### src/rtl/pidle_pkg.sv
`timescale 1ns/1ps
package pidle_pkg;
    localparam int REG_AW = 5;
    localparam int REG_DW = 32;
    localparam int HALF_W = REG_DW / 2;

    // register addresses
    localparam logic [REG_AW-1:0] A_CTRL = 5'd0;
    localparam logic [REG_AW-1:0] A_IEN  = 5'd1;
    localparam logic [REG_AW-1:0] A_TEN  = 5'd2;
    localparam logic [REG_AW-1:0] A_STAT = 5'd3;
    localparam logic [REG_AW-1:0] A_WIN0 = 5'd8;
    localparam logic [REG_AW-1:0] A_RLD0 = 5'd16;

    // status word bit positions
    localparam int ST_GIDLE = 8;
    localparam int ST_TRAP0 = 16;
    localparam int ST_GTRAP = 24;

    typedef struct packed {
        logic trap_irq_en;
        logic idle_irq_en;
        logic freeze;
    } ctrl_t;
endpackage

### src/rtl/pidle_win_match.sv
`timescale 1ns/1ps
module pidle_win_match #(
    parameter int AW = 16
) (
    input  logic          valid,
    input  logic [AW-1:0] addr,
    input  logic [AW-1:0] base,
    input  logic [AW-1:0] size,
    output logic          hit
);
    logic [AW:0] offset;

    always_comb begin
        offset = {1'b0, addr} - {1'b0, base};
        hit    = valid && (size != '0) && (addr >= base) && (offset < {1'b0, size});
    end
endmodule

### src/rtl/pidle_countdown.sv
`timescale 1ns/1ps
module pidle_countdown #(
    parameter int TW = 16
) (
    input  logic          clk,
    input  logic          rst_n,
    input  logic          tick,
    input  logic          run,
    input  logic          load,
    input  logic [TW-1:0] load_val,
    output logic [TW-1:0] count,
    output logic          expire
);
    typedef struct packed {
        logic [TW-1:0] cnt;
    } tmr_t;

    tmr_t tmr_d, tmr_q;

    always_comb begin
        tmr_d  = tmr_q;
        expire = run && tick && !load && (tmr_q.cnt == TW'(1));
        if (load) begin
            tmr_d.cnt = load_val;
        end else if (run && tick && (tmr_q.cnt != '0)) begin
            tmr_d.cnt = tmr_q.cnt - TW'(1);
        end
    end

    always_ff @(posedge clk) begin
        if (!rst_n) begin
            tmr_q <= '0;
        end else begin
            tmr_q <= tmr_d;
        end
    end

    assign count = tmr_q.cnt;
endmodule

### src/rtl/pidle_smi_gen.sv
`timescale 1ns/1ps
module pidle_smi_gen #(
    parameter int NDEV = 6
) (
    input  logic            idle_irq_en,
    input  logic            trap_irq_en,
    input  logic [NDEV-1:0] idle_st,
    input  logic            g_idle,
    input  logic [NDEV-1:0] trap_st,
    input  logic            g_trap,
    input  logic [NDEV-1:0] trap_now,
    output logic            smi
);
    logic idle_pend, trap_pend;

    always_comb begin
        idle_pend = g_idle || (|idle_st);
        trap_pend = g_trap || (|trap_st) || (|trap_now);
        smi       = (idle_irq_en && idle_pend) || (trap_irq_en && trap_pend);
    end
endmodule

### src/rtl/pidle_trap_unit.sv
`timescale 1ns/1ps
module pidle_trap_unit
    import pidle_pkg::*;
#(
    parameter int NDEV = 6,
    parameter int AW   = 16,
    parameter int TW   = 16
) (
    input  logic              clk,
    input  logic              rst_n,
    input  logic              tick,
    input  logic              io_valid,
    input  logic [AW-1:0]     io_addr,
    input  logic              reg_wr,
    input  logic [REG_AW-1:0] reg_addr,
    input  logic [REG_DW-1:0] reg_wdata,
    output logic [REG_DW-1:0] reg_rdata,
    output logic              smi
);
    localparam int CTRL_W = $bits(ctrl_t);

    typedef struct packed {
        ctrl_t                      ctrl;
        logic [NDEV-1:0]            idle_en;
        logic [NDEV-1:0]            trap_en;
        logic [NDEV-1:0]            idle_st;
        logic [NDEV-1:0]            trap_st;
        logic                       g_idle;
        logic                       g_trap;
        logic [NDEV-1:0][AW-1:0]    base;
        logic [NDEV-1:0][AW-1:0]    size;
        logic [NDEV-1:0][TW-1:0]    reload;
    } regs_t;

    regs_t st_d, st_q;

    logic [NDEV-1:0]         hit;
    logic [NDEV-1:0]         expire;
    logic [NDEV-1:0]         trap_now;
    logic [NDEV-1:0]         wr_win;
    logic [NDEV-1:0]         wr_rld;
    logic [NDEV-1:0]         tmr_load;
    logic [NDEV-1:0]         tmr_run;
    logic [NDEV-1:0][TW-1:0] tmr_val;
    logic [NDEV-1:0][TW-1:0] cnt;
    logic                    wr_stat;

    // per-device window compare and countdown
    for (genvar g = 0; g < NDEV; g++) begin : g_dev
        pidle_win_match #(.AW(AW)) u_match (
            .valid (io_valid),
            .addr  (io_addr),
            .base  (st_q.base[g]),
            .size  (st_q.size[g]),
            .hit   (hit[g])
        );

        pidle_countdown #(.TW(TW)) u_tmr (
            .clk      (clk),
            .rst_n    (rst_n),
            .tick     (tick),
            .run      (tmr_run[g]),
            .load     (tmr_load[g]),
            .load_val (tmr_val[g]),
            .count    (cnt[g]),
            .expire   (expire[g])
        );
    end

    pidle_smi_gen #(.NDEV(NDEV)) u_smi (
        .idle_irq_en (st_q.ctrl.idle_irq_en),
        .trap_irq_en (st_q.ctrl.trap_irq_en),
        .idle_st     (st_q.idle_st),
        .g_idle      (st_q.g_idle),
        .trap_st     (st_q.trap_st),
        .g_trap      (st_q.g_trap),
        .trap_now    (trap_now),
        .smi         (smi)
    );

    // next-state computation
    always_comb begin
        st_d     = st_q;
        wr_stat  = reg_wr && (reg_addr == A_STAT);
        trap_now = hit & st_q.trap_en;

        for (int i = 0; i < NDEV; i++) begin
            wr_win[i]   = reg_wr && (reg_addr == A_WIN0 + REG_AW'(i));
            wr_rld[i]   = reg_wr && (reg_addr == A_RLD0 + REG_AW'(i));
            tmr_load[i] = wr_rld[i] || hit[i];
            tmr_val[i]  = wr_rld[i] ? TW'(reg_wdata[HALF_W-1:0]) : st_q.reload[i];
            tmr_run[i]  = st_q.idle_en[i] && !st_q.ctrl.freeze;
        end

        // write-one-to-clear, then new events win
        if (wr_stat) begin
            st_d.idle_st = st_q.idle_st & ~reg_wdata[NDEV-1:0];
            st_d.g_idle  = st_q.g_idle  & ~reg_wdata[ST_GIDLE];
            st_d.trap_st = st_q.trap_st & ~reg_wdata[ST_TRAP0 +: NDEV];
            st_d.g_trap  = st_q.g_trap  & ~reg_wdata[ST_GTRAP];
        end
        st_d.idle_st = st_d.idle_st | expire;
        st_d.trap_st = st_d.trap_st | trap_now;
        if (|expire)   st_d.g_idle = 1'b1;
        if (|trap_now) st_d.g_trap = 1'b1;

        if (reg_wr) begin
            case (reg_addr)
                A_CTRL:  st_d.ctrl    = ctrl_t'(reg_wdata[CTRL_W-1:0]);
                A_IEN:   st_d.idle_en = reg_wdata[NDEV-1:0];
                A_TEN:   st_d.trap_en = reg_wdata[NDEV-1:0];
                default: ;
            endcase
        end

        for (int i = 0; i < NDEV; i++) begin
            if (wr_win[i]) begin
                st_d.base[i] = AW'(reg_wdata[HALF_W-1:0]);
                st_d.size[i] = AW'(reg_wdata[REG_DW-1:HALF_W]);
            end
            if (wr_rld[i]) begin
                st_d.reload[i] = TW'(reg_wdata[HALF_W-1:0]);
            end
        end
    end

    always_ff @(posedge clk) begin
        if (!rst_n) begin
            st_q <= '0;
        end else begin
            st_q <= st_d;
        end
    end

    // read mux
    always_comb begin
        reg_rdata = '0;
        case (reg_addr)
            A_CTRL: reg_rdata[CTRL_W-1:0] = st_q.ctrl;
            A_IEN:  reg_rdata[NDEV-1:0]   = st_q.idle_en;
            A_TEN:  reg_rdata[NDEV-1:0]   = st_q.trap_en;
            A_STAT: begin
                reg_rdata[NDEV-1:0]         = st_q.idle_st;
                reg_rdata[ST_GIDLE]         = st_q.g_idle;
                reg_rdata[ST_TRAP0 +: NDEV] = st_q.trap_st;
                reg_rdata[ST_GTRAP]         = st_q.g_trap;
            end
            default: ;
        endcase
        for (int i = 0; i < NDEV; i++) begin
            if (reg_addr == A_WIN0 + REG_AW'(i)) begin
                reg_rdata = {HALF_W'(st_q.size[i]), HALF_W'(st_q.base[i])};
            end
            if (reg_addr == A_RLD0 + REG_AW'(i)) begin
                reg_rdata = {HALF_W'(cnt[i]), HALF_W'(st_q.reload[i])};
            end
        end
    end
endmodule

### config.mk
export PLATFORM = sky130hd
export DESIGN_NAME = pidle_trap_unit
export DESIGN_NICKNAME = d
export VERILOG_FILES = /design/src/rtl/pidle_pkg.sv /design/src/rtl/pidle_win_match.sv /design/src/rtl/pidle_countdown.sv /design/src/rtl/pidle_smi_gen.sv /design/src/rtl/pidle_trap_unit.sv
export SDC_FILE = /design/constraint.sdc
export NUM_CORES = 1
export LEC_CHECK = 0
export ABC_AREA = 1
export BUFFER_PORTS_ARGS = -buffer_cell sky130_fd_sc_hd__buf_4
export CORE_UTILIZATION = 35
export CTS_CLUSTER_SIZE = 24
export DETAILED_ROUTE_END_ITERATION = 8
export PLACE_DENSITY_LB_ADDON = 0.25
export SLEW_MARGIN = 40
export SYNTH_ARGS = -nofsm -noshare
export SYNTH_HDL_FRONTEND = slang
export SYNTH_SLANG_ARGS = --single-unit
### constraint.sdc
create_clock -name clk -period 7.7 [get_ports clk]
set_input_delay 0.77 -clock clk [delete_from_list [all_inputs] [get_ports clk]]
set_output_delay 0.77 -clock clk [all_outputs]
set_load 0.01 [all_outputs]
* Yosys cells after proc, flatten, opt, wreduce, memory -nomap -nowiden
Cells that the tools add are included. Widths: inputs -> output; s select.
Cells by class: muxes and demuxes 38, $lt $le $gt $ge 12, bitwise gates (word level) 11, $add $sub $neg 12, equal/unequal tests 21, reductions and logical operators 108
Operator list (count):
- $mux 32 | 12
- $mux 16 | 18
- $reduce_bool 16->1 | 12
- $lt 17x16->1 | 6
- $sub 16x16->17 | 6
- $eq 16x1->1 const B | 6
- $ge 16x16->1 | 6
- $sub 16x1->16 const B | 6
- $logic_and 1x1->1 | 63
- $eq 5x4->1 const B | 6
- $eq 5x5->1 const B | 6
- $reduce_or 6->1 | 4
- $and 6x6->6 | 3
- $reduce_bool 2->1 | 8
- $mux 14 | 1
- $not 6->6 | 2
- $or 6x6->6 | 2
- $pmux 3 s4 | 1
- $eq 5x2->1 const B | 2
- $logic_or 1x1->1 | 10
- $pmux 3 s3 | 1
- $logic_not 1->1 | 7
- $mux 6 | 1
- $reduce_and 2->1 | 3
- other kinds (5) | 10
Word-level totals: bits in registers 413, logic and storage cells 235, bits of input ports 58

* Logic depth before layout (Yosys ltp)
depth in word-level cells 14, depth in mapped cells 27, gate-level depth less buffers 27

* Modules after synthesis
A second synthesis with hierarchy kept.
Unflattened totals: cells, all modules 4958, area, all modules 30514.3 um^2
By module, submodules not included:
- pidle_trap_unit | times used 1, area each 15113.2 um^2, cells an instance 2282
- pidle_countdown | times used 6, area each 1234.9 um^2, cells an instance 220
- pidle_win_match at g_dev[0].u_match ... | times used 5, area each 1320.0 um^2, cells an instance 223
- pidle_win_match at g_dev[4].u_match | times used 1, area each 1311.3 um^2, cells an instance 221
- pidle_smi_gen | times used 1, area each 80.1 um^2, cells an instance 20

* Least setup slack after synthesis
No wires, ideal clock.
kind in2out, start input port io_addr[0], end output port smi, cell stages on the path 25, slack 3.175 ns, arrival time 3.755 ns, path through inv_1 ha_1 fa_1 nand3b_1 and2_1 inv_1 a21oi_2 o21ai_0 nand2_1 nand2_1 xor2_1 ha_1 inv_1 nor3_1 a211oi_1 nand2_1 nand2_1 nand2_1 nand2_1 nand3_1 o21ai_0 nor2_1 nand3_1 nand2_1 nand2_1
On the way: longest elaborated chain between the ends 8
RTL lines:
- from (decl) | line pidle_trap_unit.sv:13 | input logic [AW-1:0] io_addr,
- $sub 16x16->17 or $ge 16x16->1 (tied branches) | line pidle_win_match.sv:14, pidle_win_match.sv:15
- $lt 17x16->1 or $logic_and 1x1->1 (tied branches) | line pidle_win_match.sv:15 | hit = valid && (size != '0) && (addr >= base) && (offset < {1'b0, size});
- $logic_and 1x1->1 | line pidle_win_match.sv:15
- $and 6x6->6 (*) | line pidle_trap_unit.sv:85 | trap_now = hit & st_q.trap_en;
- $reduce_or 6->1 (*) | line pidle_smi_gen.sv:18 | trap_pend = g_trap || (|trap_st) || (|trap_now);
- $logic_or 1x1->1 (*) | line pidle_smi_gen.sv:18
- $logic_and 1x1->1 (*) | line pidle_smi_gen.sv:19 | smi = (idle_irq_en && idle_pend) || (trap_irq_en && trap_pend);
- $logic_or 1x1->1 (*) | line pidle_smi_gen.sv:19
- to (decl) | line pidle_trap_unit.sv:18 | output logic smi
Mark *: on every way between the ends. The rest lies on a longest branch, timed or not.

* Worst setup path in the final report
Same ends and word-level chain as after synthesis.

==> flow_summary_export.csv <==
group,metric,value,unit
floorplanning,die_y,281,um
worst_setup_path,crit_path_start_kind,"input pin",
grt,antenna_found_initial,9,
cts,root_buffer,"clkbuf_16",
sta,max_slew_margin,42.7,%
final_layout,drive_above_1_share,7.66,%
logic_synthesis,synthArstFlopShare,0,%
cts,cts_setup_buffers,0,
status,run_status,"completed",
hold_path,worstHoldPathType,"reg2reg",
placement,dpl.hpwl,92000,um
floorplanning,placementRows,101,
worst_setup_path,required,6.93,ns
cts,h-tree-depth,2,
sta,drv_slew,0,
logic_synthesis,syn_inst,4035,
cts,cts_hold_buffers,0,
grt,grt_usage,29.5,%
final_layout,fin_area,30400,um2
worst_setup_path,cp_common_cell,"nand2_1",
floorplanning,design.die.area,78900,um2
logic_synthesis,ys_warn_count,0,
worst_setup_path,worst-setup-path-type,"in2out",
cts,clk_latency,0.62,ns
sta,timing.fmax,0.172,GHz
sta,timing.final.crit_share,75.6,%
floorplanning,initial_core_util,35.6,%
floorplanning,core,76500,um2
worst_setup_path,crit_fanout,6,
logic_synthesis,synth_ff_type,"dfxtp_1",
power_and_ir_drop,p_per_area,187,nW/um2
final_layout,fillers,8291,
final_layout,nets,4281,
drt,viasPerCell,5.47,
logic_synthesis,mappedNetlistNets,4297,
drt,wl_per_cell,23.5,um
worst_setup_path,cp_slowest_cell,"fa_1",
drt,vias,27882,
sta,holdWs,0.476,ns
grt,grt_pass1_wl,171000,um
final_layout,areaGrowthSynthToFinish,11.7,%
sta,finalHoldViolations,0,
logic_synthesis,synth-seq-cells,413,
logic_synthesis,synth.distinct_cells,64,
job,cap_viol_max_count,0,
cts,cts.sinks,413,
sta,worst_pin_slew,0.850,ns
power_and_ir_drop,total_power,5.68,mW
placement,placed_area,28700,um2
cts,clkSlewWorstSetupHoldPaths,0.06,ns
worst_setup_path,end_kind,"output port",
cts,cts_resized,0,
sta,skew,0.0141,ns
grt,grt_start_max_net_pins,125,
floorplanning,die-width,281,um
worst_setup_path,reg2reg_depth,23,
logic_synthesis,ys_seq_area_share,30.4,%
logic_synthesis,netlist_area,27200,um2
sta,finalSetupTns,0,ns
cts,cts_tree,"done",
sta,layout_min_cycle_time,5.82,ns
drt,drt_iter0_markers,3082,
drt,ant_nets,0,
floorplanning,ios,91,
cts,cts_buffers,49,
drt,dr.pass1.iters,6,
logic_synthesis,synth_edf_count,0,
placement,routabilityCongestion,1.00,
grt,grt.overflow.total,0,
worst_setup_path,arrival,5.05,ns
placement,numPortBuffers,90,
sta,rsz0062_at_grt,"no",
worst_setup_path,slowest_delay,0.42,ns
drt,routed_wl,119000,um
power_and_ir_drop,leakage,12.6,nW
logic_synthesis,syn_area_per_cell,6.75,um2
grt,grt_pass1_vias,25760,
drt,drc_errors,0,
hold_path,hold_depth,2,
sta,setup_violations,0,
power_and_ir_drop,vdd_drop_max,0.181,mV
cts,cts_buffer_depth,3,
[cell usage after synthesis (13+ instances only)]
cell type	number	area share (%)
nand2_2	16	0.37
nand4_1	73	1.7
mux2i_1	13	0.48
nor4_1	37	0.85
buf_2	18	0.33
nor3_1	56	1.0
nand2_1	722	10
o2111ai_1	20	0.64
a31oi_1	60	1.4
ha_1	198	9.1
o22ai_1	27	0.62
clkbuf_1	143	2.0
nor2_1	411	5.7
nand3_1	127	2.3
dfxtp_1	413	30
inv_1	484	6.7
o21ai_0	395	7.3
xnor2_1	43	1.4
a21oi_1	496	9.1
xor2_1	87	2.8
[path summary, 6_finish.rpt]
path               from                       to  slack, ns
max          io_addr[0]                      smi       1.88
min           st_q[308]                st_q[308]       0.48
max reg2reg   st_q[192]  g_dev[0].u_tmr.count[5]       2.96
min reg2reg   st_q[308]                st_q[308]       0.48
[worst max-delay path, delay by kind of cell]
family,cells,cell delay [ns]
buffers and inverters,5,0.63
AND/OR/NAND/NOR,14,1.53
AO/OA/AOI/OAI,4,0.89
adder cells (fa/ha/maj),3,1.04
XOR/XNOR,1,0.17
[per-layer routing]
metal,part of all wire [%],vias to the layer above,track usage (%)
met3,7.4,251,3.82
met2,45,1190,47.2
li1,-,13476,-
met5,0,-,0
met1,42,12965,37.9
met4,6.2,0,17.4
[power by group]
| part | total [mW] | switching (mW) | leakage [nW] | internal (mW) |
|---|---|---|---|---|
| sequential | 2.19 | 0.0287 | 3.33 | 2.17 |
| clock | 2.57 | 1.06 | 0.848 | 1.51 |
| combinational | 0.918 | 0.613 | 8.46 | 0.306 |
[area by class of cell]
type                       instances  area, um2  share of cell area [%]
timing repair buffer             113        856                    2.81
clock buffer                      60       1370                    4.50
sequential                       413       8270                    27.2
clock inverter                    31        380                    1.25
multi-input combinational       2941      16400                    53.8
inverter                         501       1900                    6.23
tap                             1030       1290                    4.24
antenna                            4       10.0                  0.0329
[through the flow]
step | instances | setup WS [ns] | util (%)
global placement | 4998 | 2.05 | 37.4
detailed placement | 4998 | 1.98 | 37.5
finish | 5093 | 1.88 | 39.8
floorplan | 4035 | 3.18 | -
global route | 5089 | 1.63 | 39.8
CTS | 5089 | 1.96 | 39.8
[kinds of logic (layout without fill, tap and decap cells)]
kind of cell | Yosys count | count (layout) | share of synthesized area (%)
buffers and inverters | 681 | 705 | 9.80
and+or+nand+nor | 1507 | 1507 | 23.9
muxes | 13 | 13 | 0.478
DFF | 413 | 413 | 30.4
AOI/OAI and AO/OA | 1087 | 1087 | 21.7
xor gates and xnor gates | 130 | 130 | 4.18
adders and majority gates | 204 | 204 | 9.54
other | 0 | 4 | 0
[flip-flops by register name (all words and copies together), names as in the netlist]
signal and cells:
g_dev.u_tmr.count 96, st_q 317
[cell usage in the layout (no fill, tap or decap), types with 13 or more instances in the layout]
cell type and instances:
a21oi_1 496, a31oi_1 60, buf_4 111, clkbuf_16 50, clkinv_2 13, dfxtp_1 413
ha_1 198, inv_1 482, mux2i_1 13, nand2_1 717, nand2_2 20, nand3_1 127
nand4_1 73, nor2_1 407, nor2_2 14, nor3_1 53, nor4_1 37, o2111ai_1 20
o21ai_0 395, o22ai_1 27, xnor2_1 43, xor2_1 87
No activity file was read; power rests on OpenSTA's default activity.
